`config.mk`:
```
export PLATFORM = sky130hd
export DESIGN_NAME = pwm7_modulator
export DESIGN_NICKNAME = d
export VERILOG_FILES = /design/src/rtl/pwm7_pkg.sv /design/src/rtl/pwm7_carrier.sv /design/src/rtl/pwm7_slicer.sv /design/src/rtl/pwm7_gate_seq.sv /design/src/rtl/pwm7_modulator.sv
export SDC_FILE = /design/constraint.sdc
export NUM_CORES = 1
export LEC_CHECK = 0
export ABC_AREA = 1
export BUFFER_PORTS_ARGS = -buffer_cell sky130_fd_sc_hd__buf_2
export CORE_ASPECT_RATIO = 1.25
export CORE_MARGIN = 10
export CORE_UTILIZATION = 45
export CTS_BUF_LIST = sky130_fd_sc_hd__clkbuf_16
export CTS_CLUSTER_SIZE = 25
export DETAILED_ROUTE_END_ITERATION = 6
export PLACE_DENSITY = 0.73
export SETUP_SLACK_MARGIN = 0.1
export SLEW_MARGIN = 20
export SYNTH_ARGS = -nofsm -noshare
export SYNTH_HDL_FRONTEND = slang
export SYNTH_SLANG_ARGS = --single-unit
```
`constraint.sdc`:
```
create_clock -name clk -period 9.93 [get_ports clk]
set_clock_uncertainty 0.05 [all_clocks]
set_input_delay 0.4965 -clock clk [delete_from_list [all_inputs] [get_ports clk]]
set_output_delay 0.4965 -clock clk [all_outputs]
set_load 0.005 [all_outputs]
```
`src/rtl/pwm7_pkg.sv`:
```
package pwm7_pkg;

  localparam logic [3:0] POL_FWD = 4'b0011;
  localparam logic [3:0] POL_REV = 4'b1100;

  typedef enum logic [1:0] {
    SQ_RUN   = 2'd0,
    SQ_LDEAD = 2'd1,
    SQ_PDEAD = 2'd2
  } seq_state_e;

  function automatic logic [5:0] lvl_pattern(input logic [1:0] lvl);
    case (lvl)
      2'd0:    lvl_pattern = 6'b101010;
      2'd1:    lvl_pattern = 6'b011010;
      2'd2:    lvl_pattern = 6'b000110;
      default: lvl_pattern = 6'b000001;
    endcase
  endfunction

  function automatic logic [3:0] pol_pattern(input logic neg);
    pol_pattern = neg ? POL_REV : POL_FWD;
  endfunction

endpackage

```
`src/rtl/pwm7_carrier.sv`:
```
module pwm7_carrier #(
  parameter int CARR_MAX = 5000,
  localparam int CW = $clog2(CARR_MAX + 1)
) (
  input  logic          clk,
  input  logic          rst,
  output logic [CW-1:0] carrier,
  output logic          valley
);

  logic up_q;

  always_ff @(posedge clk) begin
    if (rst) begin
      carrier <= '0;
      up_q    <= 1'b1;
    end else if (up_q) begin
      carrier <= carrier + CW'(1);
      if (carrier == CW'(CARR_MAX - 1)) up_q <= 1'b0;
    end else begin
      carrier <= carrier - CW'(1);
      if (carrier == CW'(1)) up_q <= 1'b1;
    end
  end

  assign valley = (carrier == '0);

  // carrier stays within its range
  p_carrier_range_r3: assert property (@(posedge clk) disable iff (rst)
    carrier <= CW'(CARR_MAX));

  // carrier moves by exactly one every clock
  p_carrier_step_r3: assert property (@(posedge clk) disable iff (rst)
    !rst |=> (carrier == $past(carrier) + CW'(1)) || (carrier + CW'(1) == $past(carrier)));

endmodule

```
`src/rtl/pwm7_slicer.sv`:
```
module pwm7_slicer #(
  parameter int CARR_MAX = 5000,
  parameter int REF_W    = 16,
  parameter int MI_W     = 8,
  localparam int CW = $clog2(CARR_MAX + 1),
  localparam int MW = $clog2(3 * CARR_MAX + 1),
  localparam int PW = REF_W + MI_W + MW,
  localparam int SH = REF_W - 1 + MI_W
) (
  input  logic                    clk,
  input  logic                    rst,
  input  logic signed [REF_W-1:0] ref_in,
  input  logic [MI_W-1:0]         mod_idx,
  input  logic [CW-1:0]           carrier,
  input  logic                    valley,
  output logic [1:0]              level,
  output logic                    sign_neg
);

  logic [REF_W-1:0] abs_ref;
  logic [PW-1:0]    prod;
  logic [MW-1:0]    mag_c, mag_q, base, resid;
  logic [1:0]       band;
  logic             above;

  always_comb begin
    abs_ref = ref_in[REF_W-1] ? REF_W'(-ref_in) : REF_W'(ref_in);
    prod    = PW'(abs_ref) * PW'(mod_idx) * PW'(3 * CARR_MAX);
    mag_c   = MW'(prod >> SH);
  end

  // magnitude and sign are captured once per carrier period, at the valley
  always_ff @(posedge clk) begin
    if (rst) begin
      mag_q    <= '0;
      sign_neg <= 1'b0;
    end else if (valley) begin
      mag_q    <= mag_c;
      sign_neg <= ref_in[REF_W-1];
    end
  end

  always_comb begin
    if (mag_q >= MW'(2 * CARR_MAX)) begin
      band = 2'd2;
      base = MW'(2 * CARR_MAX);
    end else if (mag_q >= MW'(CARR_MAX)) begin
      band = 2'd1;
      base = MW'(CARR_MAX);
    end else begin
      band = 2'd0;
      base = '0;
    end
    resid = mag_q - base;
    above = resid > MW'(carrier);
  end

  always_ff @(posedge clk) begin
    if (rst) level <= 2'd0;
    else     level <= band + {1'b0, above};
  end

  // a magnitude in the first band never yields more than level 1
  p_band_low_r9: assert property (@(posedge clk) disable iff (rst)
    (mag_q < MW'(CARR_MAX)) |=> level <= 2'd1);

  // a magnitude below the top band never yields level 3
  p_band_mid_r9: assert property (@(posedge clk) disable iff (rst)
    (mag_q < MW'(2 * CARR_MAX)) |=> level <= 2'd2);

  // the captured magnitude only moves right after a valley
  p_sample_valley_r2: assert property (@(posedge clk) disable iff (rst)
    !rst && !valley |=> $stable(mag_q));

endmodule

```
`src/rtl/pwm7_gate_seq.sv`:
```
module pwm7_gate_seq
  import pwm7_pkg::*;
#(
  parameter int DT = 50,
  localparam int DTW = (DT > 1) ? $clog2(DT) : 1
) (
  input  logic       clk,
  input  logic       rst,
  input  logic [1:0] level_t,
  input  logic       sign_t,
  output logic [5:0] gate_lvl,
  output logic [3:0] gate_pol
);

  seq_state_e     st_q, st_n;
  logic [DTW-1:0] cnt_q, cnt_n;
  logic [1:0]     lq_q, lq_n;
  logic           lon_q, lon_n, pq_q, pq_n, pon_q, pon_n;
  logic           pol_ok, at_zero, lvl_match, dt_done;
  logic [1:0]     tgt;

  always_comb begin
    pol_ok    = pon_q && (pq_q == sign_t);
    tgt       = pol_ok ? level_t : 2'd0;
    at_zero   = lon_q && (lq_q == 2'd0);
    lvl_match = lon_q && (lq_q == tgt);
    dt_done   = (cnt_q == DTW'(DT - 1));

    st_n  = st_q;
    cnt_n = cnt_q;
    lq_n  = lq_q;
    lon_n = lon_q;
    pq_n  = pq_q;
    pon_n = pon_q;

    case (st_q)
      SQ_RUN: begin
        if (!pol_ok && at_zero) begin
          st_n  = SQ_PDEAD;
          pon_n = 1'b0;
          cnt_n = '0;
        end else if (!lvl_match) begin
          st_n  = SQ_LDEAD;
          lon_n = 1'b0;
          cnt_n = '0;
        end
      end
      SQ_LDEAD: begin
        if (dt_done) begin
          lq_n  = tgt;
          lon_n = 1'b1;
          st_n  = SQ_RUN;
        end else begin
          cnt_n = cnt_q + DTW'(1);
        end
      end
      SQ_PDEAD: begin
        if (dt_done) begin
          pq_n  = sign_t;
          pon_n = 1'b1;
          st_n  = SQ_RUN;
        end else begin
          cnt_n = cnt_q + DTW'(1);
        end
      end
      default: st_n = SQ_RUN;
    endcase
  end

  always_ff @(posedge clk) begin
    if (rst) begin
      st_q     <= SQ_RUN;
      cnt_q    <= '0;
      lq_q     <= 2'd0;
      lon_q    <= 1'b0;
      pq_q     <= 1'b0;
      pon_q    <= 1'b0;
      gate_lvl <= '0;
      gate_pol <= '0;
    end else begin
      st_q     <= st_n;
      cnt_q    <= cnt_n;
      lq_q     <= lq_n;
      lon_q    <= lon_n;
      pq_q     <= pq_n;
      pon_q    <= pon_n;
      gate_lvl <= lon_n ? lvl_pattern(lq_n) : 6'b000000;
      gate_pol <= pon_n ? pol_pattern(pq_n) : 4'b0000;
    end
  end

  // reset clears every gate
  p_reset_off_r1: assert property (@(posedge clk)
    rst |=> (gate_lvl == 6'b0) && (gate_pol == 4'b0));

  // only the four table patterns or all-off on the level stage
  p_lvl_legal_r10: assert property (@(posedge clk) disable iff (rst)
    (gate_lvl == 6'b0) || (gate_lvl == lvl_pattern(2'd0)) || (gate_lvl == lvl_pattern(2'd1)) ||
    (gate_lvl == lvl_pattern(2'd2)) || (gate_lvl == lvl_pattern(2'd3)));

  // only one legal bridge pair or none
  p_pol_legal_r5: assert property (@(posedge clk) disable iff (rst)
    (gate_pol == 4'b0) || (gate_pol == POL_FWD) || (gate_pol == POL_REV));

  // a live level pattern either holds or drops to all-off
  p_lvl_break_r6: assert property (@(posedge clk) disable iff (rst)
    (gate_lvl != 6'b0) |=> (gate_lvl == $past(gate_lvl)) || (gate_lvl == 6'b0));

  // a live bridge pair either holds or opens
  p_pol_break_r7: assert property (@(posedge clk) disable iff (rst)
    (gate_pol != 4'b0) |=> (gate_pol == $past(gate_pol)) || (gate_pol == 4'b0));

  // bridge moves only while the level stage sits at level 0
  p_pol_at_zero_r7: assert property (@(posedge clk) disable iff (rst)
    !rst |=> (gate_pol == $past(gate_pol)) || (gate_lvl == lvl_pattern(2'd0)));

  // with the bridge open the level stage shows nothing but level 0
  p_open_bridge_r8: assert property (@(posedge clk) disable iff (rst)
    (gate_pol == 4'b0) |-> (gate_lvl == 6'b0) || (gate_lvl == lvl_pattern(2'd0)));

endmodule

```
`src/rtl/pwm7_modulator.sv`:
```
module pwm7_modulator #(
  parameter int CARR_MAX = 5000,
  parameter int REF_W    = 16,
  parameter int MI_W     = 8,
  parameter int DT       = 50,
  localparam int CW = $clog2(CARR_MAX + 1)
) (
  input  logic                    clk,
  input  logic                    rst,
  input  logic signed [REF_W-1:0] ref_in,
  input  logic [MI_W-1:0]         mod_idx,
  output logic [5:0]              gate_lvl,
  output logic [3:0]              gate_pol
);

  logic [CW-1:0] carrier;
  logic          valley;
  logic [1:0]    level;
  logic          sign_neg;

  pwm7_carrier #(.CARR_MAX(CARR_MAX)) u_carrier (
    .clk     (clk),
    .rst     (rst),
    .carrier (carrier),
    .valley  (valley)
  );

  pwm7_slicer #(
    .CARR_MAX (CARR_MAX),
    .REF_W    (REF_W),
    .MI_W     (MI_W)
  ) u_slicer (
    .clk      (clk),
    .rst      (rst),
    .ref_in   (ref_in),
    .mod_idx  (mod_idx),
    .carrier  (carrier),
    .valley   (valley),
    .level    (level),
    .sign_neg (sign_neg)
  );

  pwm7_gate_seq #(.DT(DT)) u_seq (
    .clk      (clk),
    .rst      (rst),
    .level_t  (level),
    .sign_t   (sign_neg),
    .gate_lvl (gate_lvl),
    .gate_pol (gate_pol)
  );

endmodule

```
==> flow_metrics.py, run 1 <==
metrics = {
    "routing": {
        "first_pass_iters": 5,
        "drtIter0Drc": 469,
        "wl_per_cell_um": 13.6,
        "num_vias": 11500,
        "ant_nets": 0,
        "via_per_inst": 4.98,
        "drc": 0,
        "wl_um": 31400,
    },
    "floorplan": {
        "rows": 70,
        "core_region_area_um2": 29200,
        "die_y_um": 212,
        "io_pins": 36,
        "initial_utilization_pct": 45.5,
        "die-area_um2": 36800,
        "dieWidth_um": 174,
    },
    "worst_setup_path": {
        "slowest_stage": "fa_1",
        "crit_path_max_incr_delay_ns": 0.54,
        "crit_start": "ref_in[0]",
        "critPathArrivalTime_ns": 9.40,
        "critPathCaptureType": "flip-flop",
        "timing.rr.start": "u_slicer.mag_q[5]$_SDFFE_PP0N_",
        "path_max_fanout": 9,
        "cp.depth": 45,
        "required_ns": 10.08,
        "crit_path_start_kind": "input port",
        "path_class": "in2reg",
        "cp_top_family": "adder cells",
        "r2r_cells": 21,
        "critPathBufInv": 12,
        "r2r_setup_slack_ns": 5.78,
        "r2r_end": "u_slicer.level[1]$_SDFF_PP0_",
    },
    "sta": {
        "max_slew.worst_pin.slew_ns": 0.671,
        "setup_tns_ns": 0,
        "period_needed_ns": 9.25,
        "setup_viol": 0,
        "rsz0062_at_grt": "no",
        "fmax_ghz": 0.108,
        "maxSlewHeadroom_pct": 55.1,
        "slew_violations": 0,
        "fin_crit_sh_pct": 93.2,
        "hold_violations": 0,
    },
    "placed_design": {
        "dp_hpwl_um": 28000,
        "io_buffers": 35,
        "gp_congestion": 0.958,
    },
    "cts": {
        "cts_max_level": 2,
        "cts_hold_buffers": 0,
        "cts_buffers": 5,
        "clkLatencyLatePin_ns": 0.29,
        "cts_resized": 0,
        "post_cts_buffers": 0,
        "clkSlewWorstSetupHoldPaths_ns": 0.06,
        "cts_tree": "built",
        "clock_sinks": 52,
        "cts_root_buf": "clkbuf_16",
        "cts_buffer_depth": 2,
    },
    "global_route": {
        "grt_pass1_vias": 12400,
        "grt_pass1_wl_um": 54800,
        "antenna_found_initial": 0,
        "track_usage_pct": 17.7,
        "grt-ovfl-total": 0,
        "grt_max_degree": 26,
    },
    "synthesis": {
        "syn_inst": 1886,
        "syn_area_um2": 13300,
        "synth.distinct_cells": 52,
        "async_flop_share_pct": 0,
        "avgSynthCellArea_um2": 7.04,
        "ys.warnings.count": 0,
        "synth_seq_cells": 52,
        "yosysSeqAreaShare_pct": 7.84,
        "ys.flop_type": "dfxtp_1",
        "syn-num-nets": 2248,
        "synth_enable_flop_cells": 0,
    },
    "worst_hold_path": {
        "hold_path_end": "u_seq.st_q[1]$_SDFFE_PP0P_",
        "hp-start": "u_seq.st_q[1]$_SDFFE_PP0P_",
        "hold_class": "reg2reg",
        "holdPathStages": 2,
    },
    "status": {
        "status": "finished clean",
    },
    "layout": {
        "multiInputGateArea_um2": 10300,
        "diodes": 0,
        "drive_above_1_share_pct": 6.64,
        "register_area_um2": 1040,
        "fillers": 2934,
        "final_nets": 2275,
        "syn_to_final_growth_pct": 6.02,
    },
    "flow_run": {
        "cap_viol_max_count": 0,
    },
}
==> layer usage <==
| layer | vias up | track usage, % | part of all wire (%) |
|---|---|---|---|
| met5 | - | 0 | 0 |
| met4 | 0 | 8.27 | 4.3 |
| met3 | 92 | 1.30 | 2.4 |
| met2 | 238 | 36.4 | 56 |
| met1 | 5401 | 17.3 | 38 |
| li1 | 5769 | - | - |
==> cell usage after synthesis (2+ instances only) <==
master / count / area, um2
clkbuf_1: 12 / 45.0
o211ai_1: 6 / 45.0
a21oi_2: 3 / 26.3
xor2_1: 31 / 272
buf_1: 2 / 7.51
xnor2_1: 7 / 61.3
or2_2: 6 / 37.5
nor3b_1: 2 / 15.0
a31oi_1: 4 / 25.0
o21bai_1: 13 / 97.6
inv_2: 11 / 41.3
nor3_1: 22 / 110
o21ai_0: 49 / 245
nand2_2: 16 / 100
a21oi_1: 88 / 440
nand3b_1: 8 / 60.1
nor2_1: 228 / 856
nor4_1: 2 / 12.5
o21ai_1: 2 / 10.0
a211oi_1: 2 / 15.0
buf_2: 6 / 30.0
nand4_1: 19 / 119
buf_4: 2 / 15.0
dfxtp_1: 52 / 1040
nor2_2: 6 / 37.5
inv_1: 466 / 1750
xor2_2: 4 / 65.1
ha_1: 161 / 2010
o21ai_2: 4 / 35.0
o21a_1: 3 / 22.5
a21o_1: 3 / 22.5
nand3_2: 6 / 60.1
buf_6: 2 / 22.5
fa_1: 175 / 3500
nand3_1: 84 / 420
nand2_1: 358 / 1340
nand2_4: 5 / 56.3
xor2_4: 2 / 55.1
==> worst max-delay path by stage <==
stage,end,slack (ns)
floorplan,u_slicer.mag_q[6]$_SDFFE_PP0N_,0.91
global placement,u_slicer.mag_q[6]$_SDFFE_PP0N_,0.26
detailed placement,u_slicer.mag_q[6]$_SDFFE_PP0N_,0.19
CTS,u_slicer.mag_q[6]$_SDFFE_PP0N_,0.48
global route,u_slicer.mag_q[11]$_SDFFE_PP0N_,0.10
finish,u_slicer.mag_q[6]$_SDFFE_PP0N_,0.68
==> final cells by class <==
cell class | instances | area share (%)
Multi-Input combinational cell | 1330 | 73.5
Inverter | 479 | 12.8
Sequential cell | 52 | 7.40
Tap cell | 396 | 3.52
Timing Repair Buffer | 45 | 1.78
Clock buffer | 5 | 0.889
Clock inverter | 3 | 0.107
==> worst register-to-register path, delay by kind of cell (launching register included) <==
kind	cells	cell delay [ns]
fa+ha+maj	4	1.17
simple gates	8	0.84
compound gates	7	1.19
flops	1	0.36
buf+inv	1	0.10
xor+xnor	1	0.33
==> metrics by stage <==
| step | cell area, um2 | instances | utilization (%) | hold WS [ns] | setup slack, ns |
|---|---|---|---|---|---|
| floorplan | 13300 | 1886 | - | 0.410 | 0.913 |
| global placement | 13900 | 2302 | 47.6 | 0.437 | 0.258 |
| detailed placement | 13900 | 2302 | 47.6 | 0.446 | 0.194 |
| CTS | 14000 | 2310 | 48.1 | 0.456 | 0.478 |
| global route | 14100 | 2310 | 48.2 | 0.497 | 0.103 |
| finish | 14100 | 2310 | 48.2 | 0.456 | 0.677 |
==> placed cells by master (no fill, tap or decap), drive strengths merged, types with 6 or more instances in the layout <==
| cell type | synthesis | routed |
|---|---|---|
| inv | 478 | 479 |
| nand2 | 379 | 379 |
| nor2 | 234 | 234 |
| fa | 175 | 175 |
| ha | 161 | 161 |
| a21oi | 91 | 91 |
| nand3 | 90 | 90 |
| o21ai | 55 | 55 |
| dfxtp | 52 | 52 |
| buf | 12 | 45 |
| xor2 | 37 | 37 |
| nor3 | 24 | 24 |
| nand4 | 19 | 19 |
| o21bai | 13 | 13 |
| nand3b | 9 | 9 |
| xnor2 | 8 | 8 |
| or2 | 7 | 7 |
| o211ai | 6 | 6 |
==> cell families after synthesis <==
family | Yosys count | synth area share [%]
adders and majority gates | 336 | 41.6
buffers and inverters | 504 | 14.5
and+or+nand+nor | 768 | 24.9
xor gates and xnor gates | 45 | 3.54
AOI/OAI and AO/OA | 181 | 7.66
DFF | 52 | 7.84
==> registers in the layout, summed over array words and instances (netlist names) <==
signal	flops
u_slicer.mag_q	14
u_seq.gate_pol	2
u_seq.pq_q	1
u_seq.lon_q	1
u_carrier.carrier	13
u_seq.lq_q	2
u_slicer.level	2
u_seq.st_q	2
u_seq.pon_q	1
u_seq.cnt_q	6
u_carrier.up_q	1
u_slicer.sign_neg	1
u_seq.gate_lvl	6
Power of run 1 is not shown: default switching activity piles up to over one toggle a cycle in this logic, so the estimate is an artifact.
==> run 2: changes to the inputs <==
Clock period 9.93 ns to 10 ns, I/O delays scaled along.
==> flow_metrics.py, run 2 (synthesis results as in run 1) <==
metrics = {
    "layout": {
        "drive_above_1_share_pct": 6.53,
        "final_common_cell": "inv_1",
        "largest_register_ffs": 14,
        "reg_top3": "u_slicer.mag_q: 14 flops, u_carrier.carrier: 13 flops",
        "layout_common_cells": "inv_1 (467), nand2_1 (358), nor2_1 (228)",
        "fillers": 2916,
        "diodes": 0,
        "syn_to_final_growth_pct": 6.03,
        "top_register": "u_slicer.mag_q",
        "final_nets": 2276,
    },
    "worst_hold_path": {
        "hold_class": "reg2reg",
    },
    "routing": {
        "drc": 0,
        "via_per_inst": 4.94,
        "num_vias": 11400,
        "wl_per_cell_um": 13.3,
        "first_pass_iters": 5,
        "ant_nets": 0,
        "drtIter0Drc": 477,
        "wl_um": 30700,
    },
    "cts": {
        "cts_buffers": 5,
        "cts_root_buf": "clkbuf_16",
        "clkSlewWorstSetupHoldPaths_ns": 0.06,
        "clock_sinks": 52,
        "cts_buffer_depth": 2,
        "cts_max_level": 2,
        "clkLatencyLatePin_ns": 0.29,
        "cts_tree": "built",
    },
    "sta": {
        "setup_viol": 0,
        "max_slew.worst_pin.slew_ns": 0.690,
        "rsz0062_at_grt": "yes",
        "hold_violations": 0,
        "period_needed_ns": 9.38,
        "maxSlewHeadroom_pct": 53.8,
        "setup_ws_ns": 0.618,
        "slew_violations": 0,
        "setup_tns_ns": 0,
        "whs_ns": 0.456,
        "fmax_ghz": 0.107,
        "fin_crit_sh_pct": 93.8,
    },
    "floorplan": {
        "dieWidth_um": 174,
        "core_region_area_um2": 29200,
        "rows": 70,
        "die_y_um": 212,
        "io_pins": 36,
        "initial_utilization_pct": 45.5,
        "die-area_um2": 36800,
    },
    "worst_setup_path": {
        "critPathCaptureType": "flip-flop",
        "cp_common_cell": "inv_1",
        "crit_path_start_kind": "input port",
        "path_max_fanout": 9,
        "crit_path_max_incr_delay_ns": 0.53,
        "required_ns": 10.14,
        "path_class": "in2reg",
        "critPathArrivalTime_ns": 9.52,
        "slowest_stage": "fa_1",
    },
    "placed_design": {
        "dp_hpwl_um": 27300,
        "io_buffers": 35,
        "place_ws_ns": 0.188,
        "gp_congestion": 0.943,
    },
    "global_route": {
        "grt_pass1_wl_um": 53500,
        "antenna_found_initial": 0,
        "track_usage_pct": 17.1,
        "grt_max_degree": 26,
        "grt-ovfl-total": 0,
        "grt_pass1_vias": 12200,
    },
    "status": {
        "status": "finished clean",
    },
    "flow_run": {
        "cap_viol_max_count": 0,
    },
}
run 2: cell types whose count changed in the layout (fill, tap and decap cells not counted):
cell,previous run,this run
inv_1,465,467
inv_2,13,11
buf_4,10,11
nor4_1,1,2
nor4_2,1,0
xnor2_1,7,6
xnor2_2,1,2
xor2_1,30,31
xor2_2,3,2
run 2: through the flow:
step	instance area, um2	instances	utilization (%)
finish	14100	2311	48.2
global route	14100	2311	48.2
floorplan	13300	1886	-
detailed placement	13900	2301	47.6
global placement	13900	2301	47.6
CTS	14000	2309	48.1
run 2: metal layers:
layer | GRT usage [%] | share of wire [%]
met1 | 17.2 | 38
met2 | 34.3 | 54
met3 | 1.22 | 2.6
met4 | 9.06 | 5.3
met5 | 0 | 0
run 2: path summary, 6_finish.rpt:
check / start / endpoint / slack [ns] / depth (start not counted)
setup / recovery: ref_in[0] / u_slicer.mag_q[9]$_SDFFE_PP0N_ / 0.62 / 44
hold / removal: u_seq.cnt_q[5]$_SDFFE_PP0P_ / u_seq.cnt_q[5]$_SDFFE_PP0P_ / 0.46 / 2
setup reg to reg: u_slicer.mag_q[5]$_SDFFE_PP0N_ / u_slicer.level[1]$_SDFF_PP0_ / 5.89 / 21
hold reg to reg: u_seq.cnt_q[5]$_SDFFE_PP0P_ / u_seq.cnt_q[5]$_SDFFE_PP0P_ / 0.46 / 2
run 2: repair_timing:
item | in CTS | in global routing
resized for setup | 0 | 4
hold buffers | 0 | 0
endpoints found under the setup margin | 0 | 7
buffers inserted | 0 | 2
run 2: worst max-delay path, delay by kind of cell:
kind / cells / cell delay (ns)
AND/OR/NAND/NOR: 16 / 2.37
AO/OA/AOI/OAI: 1 / 0.19
XOR/XNOR: 2 / 0.69
adder cells (fa/ha/maj): 12 / 4.78
buffers and inverters: 13 / 0.97
run 2: final cells by class:
class                           count  area [um2]  area share [%]
Tap cell                          396         495            3.52
Clock buffer                        5         125           0.889
Inverter                          479        1800            12.8
Clock inverter                      3        15.0           0.107
Sequential cell                    52        1040            7.40
Multi-Input combinational cell   1330       10300            73.5
Timing Repair Buffer               46         258            1.83
Power of run 2 is left out for the same reason.
==> run 3: changes to the inputs <==
--- a/config.mk
+++ b/config.mk
@@ -11,3 +11,3 @@
 export CORE_MARGIN = 10
-export CORE_UTILIZATION = 45
+export CORE_UTILIZATION = 31
 export CTS_BUF_LIST = sky130_fd_sc_hd__clkbuf_16
@@ -15,3 +15,3 @@
 export DETAILED_ROUTE_END_ITERATION = 6
-export PLACE_DENSITY = 0.73
+export PLACE_DENSITY = 0.57
 export SETUP_SLACK_MARGIN = 0.1
--- a/constraint.sdc
+++ b/constraint.sdc
@@ -4,2 +4,2 @@
 set_output_delay 0.5 -clock clk [all_outputs]
-set_load 0.005 [all_outputs]
+set_load 0.02 [all_outputs]
==> flow_metrics.py, run 3 (synthesis results as in run 1) <==
metrics = {
    "worst_setup_path": {
        "critPathArrivalTime_ns": 9.36,
        "critPathCaptureType": "flip-flop",
        "cp_common_cell": "fa_1",
        "r2r_cells": 21,
        "r2r_setup_slack_ns": 5.87,
        "r2r_end": "u_slicer.level[1]$_SDFF_PP0_",
        "required_ns": 10.13,
        "timing.rr.start": "u_slicer.mag_q[6]$_SDFFE_PP0N_",
        "crit_path_start_kind": "input port",
        "path_class": "in2reg",
        "crit_path_max_incr_delay_ns": 0.55,
        "path_max_fanout": 9,
        "slowest_stage": "fa_1",
    },
    "layout": {
        "register_area_um2": 1040,
        "syn_to_final_growth_pct": 8.10,
        "utilization_pct": 34.0,
        "drive_above_1_share_pct": 6.88,
        "reg_top3": "u_slicer.mag_q: 14 flops, u_carrier.carrier: 13 flops",
        "final_nets": 2279,
        "final_common_cell": "inv_1",
        "fin_area_um2": 14300,
        "diodes": 0,
        "top_register": "u_slicer.mag_q",
        "fillers": 4631,
        "layout_common_cells": "inv_1 (465), nand2_1 (358), nor2_1 (228)",
        "multiInputGateArea_um2": 10400,
        "largest_register_ffs": 14,
    },
    "cts": {
        "cts_root_buf": "clkbuf_16",
        "cts_buffer_depth": 2,
        "cts_max_level": 2,
        "clock_sinks": 52,
        "cts_hold_buffers": 0,
        "cts_buffers": 5,
        "clkLatencyLatePin_ns": 0.29,
        "clkSlewWorstSetupHoldPaths_ns": 0.07,
        "cts_tree": "built",
    },
    "flow_run": {
        "cap_viol_max_count": 0,
    },
    "global_route": {
        "track_usage_pct": 12.9,
        "antenna_found_initial": 0,
        "grt-ovfl-total": 0,
        "grt_pass1_vias": 12200,
        "grt_max_degree": 26,
        "grt_pass1_wl_um": 56000,
    },
    "floorplan": {
        "rows": 84,
        "dieWidth_um": 205,
        "die-area_um2": 51500,
        "die_y_um": 251,
        "io_pins": 36,
        "initial_utilization_pct": 31.4,
        "core_region_area_um2": 42300,
    },
    "placed_design": {
        "io_buffers": 35,
        "dp_hpwl_um": 28800,
        "place_area_um2": 14100,
        "gp_congestion": 0.892,
    },
    "sta": {
        "setup_viol": 0,
        "slew_violations": 0,
        "fin_crit_sh_pct": 92.3,
        "maxSlewHeadroom_pct": 55.5,
        "rsz0062_at_grt": "no",
        "period_needed_ns": 9.23,
        "fmax_ghz": 0.108,
        "hold_violations": 0,
        "max_slew.worst_pin.slew_ns": 0.665,
        "setup_tns_ns": 0,
    },
    "worst_hold_path": {
        "holdPathStages": 2,
        "hp-start": "u_seq.cnt_q[5]$_SDFFE_PP0P_",
        "hold_class": "reg2reg",
        "hold_path_end": "u_seq.cnt_q[5]$_SDFFE_PP0P_",
    },
    "routing": {
        "drtIter0Drc": 300,
        "wl_per_cell_um": 13.1,
        "first_pass_iters": 5,
        "num_vias": 11400,
        "wl_um": 32400,
        "drc": 0,
        "ant_nets": 0,
        "via_per_inst": 4.59,
    },
    "status": {
        "status": "finished clean",
    },
}
## run 3: changes by cell type in the layout (fill, tap and decap cells not counted)
cell | previous run | this run
buf_4 | 11 | 14
clkinv_1 | 1 | 0
a21oi_2 | 3 | 4
inv_1 | 467 | 465
nor2_2 | 6 | 5
xnor2_4 | 0 | 1
inv_2 | 11 | 12
xnor2_2 | 2 | 1
a21oi_1 | 88 | 87
bufinv_16 | 0 | 1
clkinv_2 | 1 | 2
nor2_4 | 0 | 1
## run 3: how the worst max path moves through the flow
stage	startpoint	end	slack (ns)	cells past startpoint
after floorplan	ref_in[0]	u_slicer.mag_q[6]$_SDFFE_PP0N_	0.98	44
after global placement	ref_in[0]	u_slicer.mag_q[9]$_SDFFE_PP0N_	0.42	43
after detailed placement	ref_in[0]	u_slicer.mag_q[13]$_SDFFE_PP0N_	0.25	42
after CTS	ref_in[0]	u_slicer.mag_q[9]$_SDFFE_PP0N_	0.56	43
after global routing	ref_in[0]	u_slicer.mag_q[8]$_SDFFE_PP0N_	0.11	43
final	ref_in[0]	u_slicer.mag_q[13]$_SDFFE_PP0N_	0.77	42
## run 3: area by class of cell
type,count,share of cell area [%]
Clock inverter,3,0.297
Sequential cell,52,7.26
Tap cell,559,4.88
Multi-Input combinational cell,1330,72.2
Clock buffer,5,0.872
Timing Repair Buffer,49,1.95
Inverter,479,12.6
## run 3: routing by layer
metal	vias to the layer above	GRT usage, %	routed length, um
li1	5765	-	-
met1	5365	13.4	13000
met2	173	25.9	17500
met3	67	0.733	582
met4	0	5.20	1300
met5	-	0	0
## run 3: what timing repair did
item                                    CTS  global route
setup buffers                             0             1
resized for setup                         0             8
endpoints found under the hold margin     0             0
endpoints found under the setup margin    0             9
## run 3: metrics by stage
stage                     setup slack, ns  hold slack [ns]  std cells
after detailed placement            0.252            0.452       2468
final                               0.772            0.463       2477
after CTS                           0.556            0.462       2476
after global placement              0.419            0.436       2468
after floorplan                     0.979            0.410       1886
after global routing                0.107            0.472       2477
## run 3: worst max-delay path: cells and delay by family
kind | cells | cell delay (ns)
buf+inv | 10 | 0.66
simple gates | 14 | 1.72
compound gates | 4 | 0.66
fa+ha+maj | 12 | 5.32
xor+xnor | 2 | 0.48
Power of run 3 is left out for the same reason.
